$ cat src/rtl/gpio_irq_pkg.sv
package gpio_irq_pkg;

    localparam int unsigned PIN_COUNT = 24;
    localparam int unsigned BYTE_W    = 8;
    localparam int unsigned BANK_W    = 2;
    localparam int unsigned SYNC_LEN  = 2;

    // Window bases; each window holds one byte per group of eight pins
    localparam logic [7:0] PEND_BASE = 8'h0C;
    localparam logic [7:0] SRC_BASE  = 8'h48;
    localparam logic [7:0] MODE_BASE = 8'h4C;
    localparam logic [7:0] POL_BASE  = 8'h50;
    localparam logic [7:0] ACK_BASE  = 8'h54;

    typedef enum logic [2:0] {
        RK_NONE, RK_PEND, RK_SRC, RK_MODE, RK_POL, RK_ACK
    } reg_kind_e;

    typedef struct packed {
        reg_kind_e          kind;
        logic [BANK_W-1:0]  bank;
    } reg_sel_t;

    typedef struct packed {
        logic src;
        logic edge_mode;
        logic rise_high;
    } pin_cfg_t;

    function automatic logic in_win(input logic [7:0] a, input logic [7:0] base,
                                    input int unsigned nb);
        return (int'(a) >= int'(base)) && (int'(a) < int'(base) + int'(nb));
    endfunction

    function automatic reg_sel_t decode_addr(input logic [7:0] a, input int unsigned nb);
        reg_sel_t s;
        s.kind = RK_NONE;
        s.bank = '0;
        if (in_win(a, PEND_BASE, nb)) begin
            s.kind = RK_PEND; s.bank = BANK_W'(int'(a) - int'(PEND_BASE));
        end else if (in_win(a, SRC_BASE, nb)) begin
            s.kind = RK_SRC;  s.bank = BANK_W'(int'(a) - int'(SRC_BASE));
        end else if (in_win(a, MODE_BASE, nb)) begin
            s.kind = RK_MODE; s.bank = BANK_W'(int'(a) - int'(MODE_BASE));
        end else if (in_win(a, POL_BASE, nb)) begin
            s.kind = RK_POL;  s.bank = BANK_W'(int'(a) - int'(POL_BASE));
        end else if (in_win(a, ACK_BASE, nb)) begin
            s.kind = RK_ACK;  s.bank = BANK_W'(int'(a) - int'(ACK_BASE));
        end
        return s;
    endfunction

    // One pin's trigger decision from its settings and two successive samples
    function automatic logic trig_hit(input pin_cfg_t c, input logic now, input logic prev);
        logic hit;
        if (!c.src)
            hit = 1'b0;
        else if (c.edge_mode)
            hit = c.rise_high ? (now & ~prev) : (~now & prev);
        else
            hit = c.rise_high ? now : ~now;
        return hit;
    endfunction

endpackage

$ cat src/rtl/gpio_irq_sync.sv
module gpio_irq_sync #(
    parameter int unsigned W      = 24,
    parameter int unsigned STAGES = 2
) (
    input  logic         clk,
    input  logic         rst,
    input  logic [W-1:0] d,
    output logic [W-1:0] q
);
    logic [W-1:0] stage_q [STAGES];

    always_ff @(posedge clk) begin
        if (rst) begin
            for (int s = 0; s < int'(STAGES); s++) stage_q[s] <= '0;
        end else begin
            stage_q[0] <= d;
            for (int s = 1; s < int'(STAGES); s++) stage_q[s] <= stage_q[s-1];
        end
    end

    assign q = stage_q[STAGES-1];
endmodule

$ cat src/rtl/gpio_irq_regs.sv
module gpio_irq_regs
    import gpio_irq_pkg::*;
#(
    parameter int unsigned PINS = PIN_COUNT
) (
    input  logic            clk,
    input  logic            rst,
    input  logic            we,
    input  logic [7:0]      addr,
    input  logic [7:0]      wdata,
    input  logic [PINS-1:0] pend,
    output logic [PINS-1:0] src,
    output logic [PINS-1:0] mode,
    output logic [PINS-1:0] pol,
    output logic [PINS-1:0] ack,
    output logic [7:0]      rdata
);
    localparam int unsigned BANKS = PINS / BYTE_W;

    reg_sel_t        sel;
    logic [PINS-1:0] src_q, mode_q, pol_q;

    assign sel = decode_addr(addr, BANKS);

    always_ff @(posedge clk) begin
        if (rst) begin
            src_q  <= '0;
            mode_q <= '0;
            pol_q  <= '0;
        end else if (we) begin
            for (int b = 0; b < int'(BANKS); b++) begin
                if (int'(sel.bank) == b) begin
                    case (sel.kind)
                        RK_SRC:  src_q[b*BYTE_W +: BYTE_W]  <= wdata;
                        RK_MODE: mode_q[b*BYTE_W +: BYTE_W] <= wdata;
                        RK_POL:  pol_q[b*BYTE_W +: BYTE_W]  <= wdata;
                        default: ;
                    endcase
                end
            end
        end
    end

    // Acknowledge is a one-cycle strobe, never stored
    always_comb begin
        ack = '0;
        if (we && sel.kind == RK_ACK)
            ack[int'(sel.bank)*BYTE_W +: BYTE_W] = wdata;
    end

    always_comb begin
        case (sel.kind)
            RK_PEND: rdata = pend[int'(sel.bank)*BYTE_W +: BYTE_W];
            RK_SRC:  rdata = src_q[int'(sel.bank)*BYTE_W +: BYTE_W];
            RK_MODE: rdata = mode_q[int'(sel.bank)*BYTE_W +: BYTE_W];
            RK_POL:  rdata = pol_q[int'(sel.bank)*BYTE_W +: BYTE_W];
            default: rdata = 8'h00;
        endcase
    end

    assign src  = src_q;
    assign mode = mode_q;
    assign pol  = pol_q;
endmodule

$ cat src/rtl/gpio_irq_detect.sv
module gpio_irq_detect
    import gpio_irq_pkg::*;
#(
    parameter int unsigned PINS = PIN_COUNT
) (
    input  logic            clk,
    input  logic            rst,
    input  logic [PINS-1:0] pin_s,
    input  logic [PINS-1:0] src,
    input  logic [PINS-1:0] mode,
    input  logic [PINS-1:0] pol,
    input  logic [PINS-1:0] ack,
    output logic [PINS-1:0] hit,
    output logic [PINS-1:0] pend,
    output logic            irq
);
    logic [PINS-1:0] prev_q, pend_q;
    logic            irq_q;

    for (genvar i = 0; i < int'(PINS); i++) begin : g_pin
        pin_cfg_t cfg;
        assign cfg    = '{src: src[i], edge_mode: mode[i], rise_high: pol[i]};
        assign hit[i] = trig_hit(cfg, pin_s[i], prev_q[i]);
    end

    always_ff @(posedge clk) begin
        if (rst) begin
            prev_q <= '0;
            pend_q <= '0;
            irq_q  <= 1'b0;
        end else begin
            prev_q <= pin_s;
            pend_q <= (pend_q & ~ack) | hit;
            irq_q  <= |pend_q;
        end
    end

    assign pend = pend_q;
    assign irq  = irq_q;
endmodule

$ cat src/rtl/gpio_irq_top.sv
module gpio_irq_top
    import gpio_irq_pkg::*;
#(
    parameter int unsigned PINS = PIN_COUNT
) (
    input  logic            clk,
    input  logic            rst,
    input  logic [PINS-1:0] pin_i,
    input  logic            reg_we,
    input  logic [7:0]      reg_addr,
    input  logic [7:0]      reg_wdata,
    output logic [7:0]      reg_rdata,
    output logic            irq_o
);
    logic [PINS-1:0] pin_s, src_w, mode_w, pol_w, ack_w, hit_w, pend_w;

    gpio_irq_sync #(.W(PINS), .STAGES(SYNC_LEN)) u_sync (
        .clk(clk), .rst(rst), .d(pin_i), .q(pin_s)
    );

    gpio_irq_regs #(.PINS(PINS)) u_regs (
        .clk(clk), .rst(rst), .we(reg_we), .addr(reg_addr), .wdata(reg_wdata),
        .pend(pend_w), .src(src_w), .mode(mode_w), .pol(pol_w), .ack(ack_w),
        .rdata(reg_rdata)
    );

    gpio_irq_detect #(.PINS(PINS)) u_det (
        .clk(clk), .rst(rst), .pin_s(pin_s), .src(src_w), .mode(mode_w),
        .pol(pol_w), .ack(ack_w), .hit(hit_w), .pend(pend_w), .irq(irq_o)
    );
endmodule

$ cat config.mk
export PLATFORM = sky130hd
export DESIGN_NAME = gpio_irq_top
export DESIGN_NICKNAME = d
export VERILOG_FILES = /design/src/rtl/gpio_irq_pkg.sv /design/src/rtl/gpio_irq_sync.sv /design/src/rtl/gpio_irq_regs.sv /design/src/rtl/gpio_irq_detect.sv /design/src/rtl/gpio_irq_top.sv
export SDC_FILE = /design/constraint.sdc
export NUM_CORES = 1
export LEC_CHECK = 0
export BUFFER_PORTS_ARGS = -buffer_cell sky130_fd_sc_hd__buf_2
export CAP_MARGIN = 10
export CORE_MARGIN = 1
export CORE_UTILIZATION = 40
export CTS_CLUSTER_SIZE = 16
export DETAILED_ROUTE_END_ITERATION = 12
export HOLD_SLACK_MARGIN = 0.1
export PLACE_DENSITY_LB_ADDON = 0.15
export SYNTH_ARGS = -nofsm -noshare
export SYNTH_HDL_FRONTEND = slang
export SYNTH_SLANG_ARGS = --single-unit
$ cat constraint.sdc
create_clock -name clk -period 5 [get_ports clk]
set_clock_uncertainty 0.1 [all_clocks]
set_input_delay 1.5 -clock clk [delete_from_list [all_inputs] [get_ports clk]]
set_output_delay 1.5 -clock clk [all_outputs]
set_load 0.05 [all_outputs]
== After elaboration in Yosys (flattened, before gate mapping) ==
Memories as Yosys holds them, arrays and structs flattened.
Cells that the tools add are included.

* Equality and inequality tests: 7
* Mux-type cells: 108
* Bitwise logic cells: 102
* $lt $le $gt $ge: 10
* Add/subtract/negate cells: 6
* Shifts and indexed selects: 6
* Reduce and logical (&&, ||, !) cells: 17

{| class="wikitable"
|+ Operators with widths
! cell !! count
|-
| $mux 1 || 99
|-
| $shiftx 24x6->8 || 4
|-
| $mux 24 || 3
|-
| $and 1x1->1 || 48
|-
| $and 24x24->24 || 2
|-
| $not 1->1 || 48
|-
| $neg 5->34 || 1
|-
| $shift 8x34->24 const A || 1
|-
| $shiftx 8x34->24 || 1
|-
| $ge 8x7->1 const B || 4
|-
| $lt 8x7->1 const B || 4
|-
| $pmux 8 s4 || 1
|-
| $reduce_and 3->1 || 9
|-
| $mux 5 || 5
|-
| $not 24->24 || 1
|-
| $or 24x24->24 || 1
|-
| $reduce_or 24->1 || 1
|-
| $sub 2x1->2 const B || 5
|-
| $ge 8x4->1 const B || 1
|-
| $lt 8x4->1 const B || 1
|-
| $eq 3x2->1 const B || 2
|-
| $eq 3x3->1 const B || 2
|-
| $logic_and 1x1->1 || 6
|-
| $eq 2x2->1 const B || 2
|-
| other kinds (3) || 4
|}

* Output and inout bits: 9
* Bits in writable memories: 48
* Input port bits: 43
* Memories: 1
* Flip-flop bits (word level): 121

{| class="wikitable"
|+ Memories
! memory !! words !! bits a word !! read ports !! clocked after Yosys merged registers in !! wr ports !! RTL line !! source
|-
| u_sync.stage_q || 2 || 24 || 2 || 0 || 2 || gpio_irq_sync.sv:10 || <nowiki>logic [W-1:0] stage_q [STAGES];</nowiki>
|}

== Depth between registers and ports, before layout ==
Gate-level depths: netlist of run 1.

* Word-level depth: 14
* Mapped depth: 12
* Gate-level depth less buffers: 9

== By module ==
From an unflattened synthesis of run 1, not the netlist that was laid out.

* Cell total of the unflattened synthesis: 848
* Area, all modules: 7636.1 um^2

{| class="wikitable"
|+ By module, submodules not included
! module !! cells each !! area each (um^2) !! times used !! seq. area each (um^2)
|-
| gpio_irq_regs || 469 || 3885.0 || 1 || 1441.4
|-
| gpio_irq_detect || 254 || 2265.9 || 1 || 980.9
|-
| gpio_irq_sync || 125 || 1485.2 || 1 || 960.9
|}

== Worst setup path after synthesis of run 1 ==
No wires, ideal clock.

* Kind: input -> output
* Start: in reg_addr[1]
* End: out reg_rdata[2]
* Path slack: -1.634 ns
* Data arrival time: 5.034 ns
* Path buffers: 1
* Cell stages on the path: 6
* Required time: 3.400 ns
* Path through: buf_2 a211oi_2 nand2_1 nor2_2 a211oi_1 a2111oi_0

* Longest elaborated chain between the ends: 9
* Elaborated cells between the ends (all ways): 34
* Those cells by class: 5 x add/sub; 10 x order compare; 4 x eq/ne; 4 x shift; 6 x mux; 5 x reduce/logical

{| class="wikitable"
|+ Ends and longest elaborated chain
! what !! RTL line !! source
|-
| start: declaration || gpio_irq_top.sv:10 || <nowiki>input logic [7:0] reg_addr,</nowiki>
|-
| $ge 8x7->1 or $lt 8x7->1 (tied branches) || gpio_irq_pkg.sv:32 || <nowiki>return (int'(a) >= int'(base)) && (int'(a) < int'(base) + int'(nb));</nowiki>
|-
| $logic_and 1x1->1 || gpio_irq_pkg.sv:32 ||
|-
| $mux 5 || gpio_irq_pkg.sv:47 || <nowiki>end else if (in_win(a, ACK_BASE, nb)) begin</nowiki>
|-
| $mux 5 || gpio_irq_pkg.sv:45 || <nowiki>end else if (in_win(a, POL_BASE, nb)) begin</nowiki>
|-
| $mux 5 || gpio_irq_pkg.sv:43 || <nowiki>end else if (in_win(a, MODE_BASE, nb)) begin</nowiki>
|-
| $mux 5 || gpio_irq_pkg.sv:41 || <nowiki>end else if (in_win(a, SRC_BASE, nb)) begin</nowiki>
|-
| $mux 5 * || gpio_irq_pkg.sv:39 || <nowiki>if (in_win(a, PEND_BASE, nb)) begin</nowiki>
|-
| $shiftx 24x6->8, or another cell as far along || gpio_irq_regs.sv:56 || <nowiki>RK_POL: rdata = pol_q[int'(sel.bank)*BYTE_W +: BYTE_W];</nowiki>
|-
| $pmux 8 s4 * || gpio_irq_regs.sv:52 || <nowiki>case (sel.kind)</nowiki>
|-
| end: declaration || gpio_irq_top.sv:12 || <nowiki>output logic [7:0] reg_rdata,</nowiki>
|}

Every way passes the cells marked *; elsewhere a longest branch is shown, timed or not.

== Worst setup path after layout of run 1 ==
* Start: in reg_addr[5]
* End: out reg_rdata[5]

Same word-level chain as after synthesis.

==> results.ini, run 1 <==
[die]
dieArea_um2 = 18900
dieHeight_um = 137
start_util_pct = 40.9
rows = 49
die_w_um = 137
core-area_um2 = 18000
io_pins = 52

[sta]
setup_violations = 0
period_share_pct = 99.3
slew_headroom_pct = 46.8
tns_ns = 0
whs_ns = 0.332
worst_pin_slew_ns = 0.799
setup_ws_ns = 0.0348
fmaxAchievable_mhz = 201
finalCriticalPeriod_ns = 4.97
drv_slew = 0
hold_viol = 0

[min_path]
hold_path_class = reg -> reg

[logic_synthesis]
yosysUniqueCellTypes = 58
synth.yosys.seq_area_share_pct = 46.1
postSynth.asyncResetShare_pct = 0
synth_top_family_by_area = simple AND/OR/NAND/NOR gates
synth-seq-cells = 169
muxShareOfSynthArea_pct = 5.08
yosysWarnings = 0
avgSynthCellArea_um2 = 8.59
syn_nets = 901
synth_enable_flop_cells = 0
synth_fa_ha_area_share_pct = 0.511
synth-main-ff-cell = dfxtp_1
synth_compound_area_share_pct = 19.3
synth_xor_area_share_pct = 1.19
synthSimpleGateAreaFrac_pct = 24.0
synth_area_um2 = 7340
syn_inst = 855

[clock_network]
cts_tree = yes
path_clk_slew_ns = 0.06
cts-root-buf = clkbuf_16
clockBufferDepth = 2
insertion_delay_ns = 0.43
cts_hold_buf = 0
cts_buffers = 17
h-tree-depth = 4
cts_sinks = 169

[route]
ant_nets = 0
wl_um = 22900
avgViaCountPerCell = 5.50
drt_iter0_drc = 484
first_pass_iters = 5
drc = 0
vias = 6517
drt-wirelength-per-cell_um = 19.3

[flow_run]
cap_violations = 0

[cells_and_area]
final_net_count = 990
drive_gt1_share_pct = 20.7
final_common_cell = dfxtp_1
syn2layout_area_growth_pct = 24.3
final_area_um2 = 9130
mostFrequentLayoutCells = 169 x dfxtp_1, 103 x a21oi_1, 91 x nand2_1, 91 x nor2b_1, 71 x buf_4
antennaDiodeCount = 0

[power_and_ir_drop]
powerDensity_nw_per_um2 = 325
p_total_mw = 2.96
vdd_drop_max_v = 0.000221
cellLeakagePower_nw = 3.46

[global_route]
grt_usage_pct = 25.3
grt_pass1_vias = 6045
grt_max_degree = 110
grt.overflow.total = 0
grt_pass1_wl_um = 34700
antenna_found_initial = 0

[placed_design]
place_area_um2 = 8290
io_buffers = 51
place_ws_ns = -0.120
place.gp.congestion = 0.920
hpwl_um = 16500

[setup_path]
crit_fanout = 8
r2r_slack_ns = 3.55
start_kind = primary input
end_kind = primary output
critical_path_class = in -> out
worstPathRequired_ns = 3.40
critPathArrivalTime_ns = 3.37

[status]
outcome = finished clean

[worst max-delay path, stage by stage]
cell	delay (ns)
buf_2	0.14
buf_4	0.14
nor4b_2	0.26
buf_4	0.23
buf_4	0.19
o2bb2ai_1	0.22
a22oi_1	0.12
o21a_1	0.22
a31oi_2	0.16
buf_6	0.18
[state kept, by name, summed over array words and instances (netlist names)]
| register | flops |
|---|---|
| u_sync.stage_q | 48 |
| u_det.pend | 24 |
| u_det.prev_q | 24 |
| u_regs.mode | 24 |
| u_regs.pol | 24 |
| u_regs.src | 24 |
| u_det.irq | 1 |
[path summary, 6_finish.rpt]
path,end,cells after the start,start
hold reg to reg,u_sync.stage_q[0][25],1,u_sync.stage_q[0][1]
setup / recovery,reg_rdata[5],10,reg_addr[5]
setup reg to reg,u_det.pend[18],4,u_regs.mode[18]
hold / removal,u_sync.stage_q[0][25],1,u_sync.stage_q[0][1]
[synthesized netlist by cell type (12+ instances only)]
cell / number / area share, %
buf_2: 14 / 0.95
nor2b_1: 93 / 7.9
mux2i_1: 35 / 4.8
nor3_1: 20 / 1.4
nand2_1: 92 / 4.7
dfxtp_1: 169 / 46
clkbuf_1: 42 / 2.1
inv_1: 12 / 0.61
a21oi_1: 103 / 7.0
o21ai_0: 66 / 4.5
nor2_1: 34 / 1.7
nand3_1: 39 / 2.7
[per-layer routing]
metal,part of all wire [%],vias to the layer above,global-route usage [%]
li1,-,3177,-
met1,48,3127,35.7
met2,45,183,38.8
met3,5.0,30,4.60
met4,2.1,0,7.88
met5,0,-,0
[layout make-up]
cell class,count,area [um^2]
clock buffers,17,425
inverters,14,55.1
repair buffers,126,915
clock inverters,14,194
multi-input cells,616,3870
well taps,229,287
flip-flops and latches,169,3380
fillers,1728,8840
[timing repair]
action	in CTS	in global routing
resized for setup	15	41
gates cloned	0	1
pin swaps	2	14
setup endpoints to repair	8	7
setup buffers	2	0
[kinds of logic after synthesis]
group,count (synthesis)
buf+inv,70
xor+xnor,10
fa+ha+maj,3
compound gates,239
flops,169
mux,37
simple gates,327
[stage by stage]
step / instances / utilization [%]
after floorplan: 855 / -
after global placement: 1152 / 46.2
after detailed placement: 1152 / 46.2
after CTS: 1185 / 50.0
after global routing: 1185 / 50.8
final: 1185 / 50.8
[power breakdown]
| group | switching [mW] | internal (mW) | total, mW |
|---|---|---|---|
| clock | 0.556 | 0.838 | 1.39 |
| sequential | 0.0103 | 1.37 | 1.38 |
| combinational | 0.116 | 0.0735 | 0.189 |
| total | 0.682 | 2.28 | 2.96 |
Note: power is estimated with default switching activity, not from simulation.
==> inputs of run 2 (changes only) <==
--- a/config.mk
+++ b/config.mk
@@ -7,6 +7,8 @@
 export LEC_CHECK = 0
 export BUFFER_PORTS_ARGS = -buffer_cell sky130_fd_sc_hd__buf_2
 export CAP_MARGIN = 10
+export CELL_PAD_IN_SITES_DETAIL_PLACEMENT = 0
+export CELL_PAD_IN_SITES_GLOBAL_PLACEMENT = 1
 export CORE_MARGIN = 1
 export CORE_UTILIZATION = 40
 export CTS_CLUSTER_SIZE = 16
==> run 2 against run 1 <==
Wire length grew 13%. Largest cell class unchanged. Die area stayed put. Count of clock-buffer cells in the layout rose by 1. Cell count up 0.84%. Setup slack better by 0.016 ns. Combinational power grew 8%. Power is 0.96% lower. Via count rose by 3.5%.
==> results.ini, run 2 (synthesis gave the netlist of run 1 again) <==
[route]
wl_um = 25800  ; was 22,900 um
drt-wirelength-per-cell_um = 21.6  ; was 19.3 um
drt_iter0_drc = 557  ; was 484
first_pass_iters = 5  ; unchanged
ant_nets = 0  ; unchanged
drc = 0  ; unchanged
avgViaCountPerCell = 5.64  ; was 5.50
vias = 6742  ; was 6,517

[setup_path]
start_kind = primary input  ; unchanged
end_kind = primary output  ; unchanged
cp.depth = 9  ; was 10
critPathArrivalTime_ns = 3.35  ; was 3.37 ns
cp_num_buf_inv = 4  ; was 5
rr_endpoint = u_det.irq  ; was u_det.pend[18]
cp-endpoint = reg_rdata[3]  ; was reg_rdata[5]
cp_top_family = compound AO/OA/AOI/OAI gates  ; was buffers and inverters
r2r_slack_ns = 3.56  ; was 3.55 ns
r2r_cells = 3  ; was 4
max_stage_delay_ns = 0.43  ; was 0.26 ns
critical_path_class = in -> out  ; unchanged
crit_fanout = 4  ; was 8
worstPathRequired_ns = 3.40  ; about the same
crit_chain = buf_2 -> or3b_4 -> a2111oi_4 -> nor2_4 -> inv_2 -> buf_4 -> a211oi_1 -> o31a_1 -> buf_6  ; was buf_2 -> buf_4 -> nor4b_2 -> buf_4 -> buf_4 -> o2bb2ai_1 -> a22oi_1 -> o21a_1 -> a31oi_2 -> buf_6
critPathLaunch = reg_addr[2]  ; was reg_addr[5]
cp_slowest_cell = or3b_4  ; was nor4b_2
r2r_start = u_det.pend[20]  ; was u_regs.mode[18]

[sta]
finalCriticalPeriod_ns = 4.95  ; was 4.97 ns
fmaxAchievable_mhz = 202  ; was 201 MHz
slew_headroom_pct = 35.3  ; was 46.8%
grt_setup_unrepaired = true
drv_slew = 0  ; unchanged
setup_violations = 0  ; unchanged
setup_ws_ns = 0.0506  ; was 0.0348 ns
tns_ns = 0  ; unchanged
period_share_pct = 99.0  ; was 99.3%
worst_pin_slew_ns = 0.970  ; was 0.799 ns
hold_viol = 0  ; unchanged

[min_path]
hold_path_class = reg -> reg  ; unchanged

[placed_design]
place.gp.congestion = 0.920  ; about the same
io_buffers = 51  ; unchanged
place_area_um2 = 8330  ; was 8290 um^2
hpwl_um = 18700  ; was 16,500 um
place_ws_ns = -0.351  ; was -0.120 ns
dp_cells = 1154  ; was 1,152

[die]
die_w_um = 137  ; unchanged
start_util_pct = 40.9  ; unchanged
io_pins = 52  ; unchanged
core-area_um2 = 18000  ; unchanged
rows = 49  ; unchanged
dieHeight_um = 137  ; unchanged
dieArea_um2 = 18900  ; unchanged

[global_route]
grt_pass1_wl_um = 38600  ; was 34,700 um
grt_usage_pct = 28.4  ; was 25.3%
grt_pass1_vias = 6457  ; was 6,045
grt_max_degree = 134  ; was 110
grt.overflow.total = 0  ; unchanged
antenna_found_initial = 0  ; unchanged

[clock_network]
insertion_delay_ns = 0.43  ; about the same
cts_hold_buf = 0  ; unchanged
cts_tree = yes  ; unchanged
cts_buffers = 17  ; unchanged
h-tree-depth = 4  ; unchanged
path_clk_slew_ns = 0.08  ; was 0.06 ns
clockBufferDepth = 2  ; unchanged
cts-root-buf = clkbuf_16  ; unchanged
cts_sinks = 169  ; unchanged

[power_and_ir_drop]
vdd_drop_max_v = 0.000226  ; was 0.000221 V
clockPowerShare_pct = 46.0  ; was 47.0%
p_sw_mw = 0.795  ; was 0.682 mW
p_int_mw = 2.14  ; was 2.28 mW
swShare_pct = 27.1  ; was 23.0%
cellLeakagePower_nw = 3.54  ; was 3.46 nW
powerDensity_nw_per_um2 = 317  ; was 325 nW/um^2
p_comb_share_pct = 7.0  ; was 6.4%
seq_power_share_pct = 47.0  ; was 46.6%

[cells_and_area]
final_common_cell = dfxtp_1  ; unchanged
mostFrequentLayoutCells = 169 x dfxtp_1, 101 x a21oi_1, 92 x nand2_1, 92 x nor2b_1, 73 x buf_4  ; was 169 x dfxtp_1, 103 x a21oi_1, 91 x nand2_1, 91 x nor2b_1, 71 x buf_4
largest_register_ffs = 48  ; unchanged
final_net_count = 998  ; was 990
final_area_um2 = 9250  ; was 9130 um^2
final_cells = 1195  ; was 1,185
largest_register = u_sync.stage_q  ; unchanged
syn2layout_area_growth_pct = 25.9  ; was 24.3%
drive_gt1_share_pct = 21.5  ; was 20.7%
finish.utilization_pct = 51.5  ; was 50.8%

[status]
outcome = finished clean  ; unchanged

[flow_run]
cap_violations = 0  ; unchanged

## run 2: changes by cell type in the layout (fill, tap and decap cells not counted), sizes merged
cell and change:
buf +8, bufinv -4, clkinv +4, clkinvlp -2, inv +2, clkbuf +1, diode +1
## run 2: metal layers
| layer | share of wire [%] | global-route usage (%) |
|---|---|---|
| met4 | 2.6 | 11.2 |
| met5 | 0 | 0 |
| met1 | 46 | 38.0 |
| met2 | 46 | 43.9 |
| met3 | 6.3 | 6.51 |
## run 2: worst min-delay path by stage
stage	cells after the start	end	startpoint	slack (ns)
floorplan	1	u_sync.stage_q[0][24]	u_sync.stage_q[0][0]	0.31
global placement	1	u_sync.stage_q[0][38]	u_sync.stage_q[0][14]	0.32
detailed placement	1	u_sync.stage_q[0][24]	u_sync.stage_q[0][0]	0.32
CTS	1	u_sync.stage_q[0][24]	u_sync.stage_q[0][0]	0.34
global route	1	u_sync.stage_q[0][26]	u_sync.stage_q[0][2]	0.36
finish	1	u_sync.stage_q[0][24]	u_sync.stage_q[0][0]	0.34
## run 2: cell type report
cell class / instances / area [um^2]
inverters: 14 / 52.6
well taps: 229 / 287
diodes: 1 / 2.50
fillers: 1747 / 8720
repair buffers: 134 / 1020
clock inverters: 14 / 175
flip-flops and latches: 169 / 3380
multi-input cells: 616 / 3880
clock buffers: 18 / 439
## run 2: through the flow
step                      power [mW]  hold WS [ns]
after CTS                       2.93         0.340
after global placement          1.60         0.317
final                           2.94         0.339
after detailed placement        1.60         0.322
after global routing            3.02         0.358
after floorplan                 1.50         0.314
## run 2: power groups by stage
| stage | logic [mW] | registers, mW | clock network (mW) |
|---|---|---|---|
| global route | 0.217 | 1.38 | 1.42 |
| floorplan | 0.0964 | 1.41 | 0 |
| finish | 0.205 | 1.38 | 1.35 |
| detailed placement | 0.187 | 1.41 | 0 |
| global placement | 0.186 | 1.41 | 0 |
| CTS | 0.193 | 1.38 | 1.36 |
## run 2: timing repair
item | 4_1_cts | 5_1_grt
setup buffers | 3 | 5
endpoints found under the setup margin | 8 | 8
pin swaps | 1 | 17
gates cloned | 0 | 0
resized for setup | 24 | 30
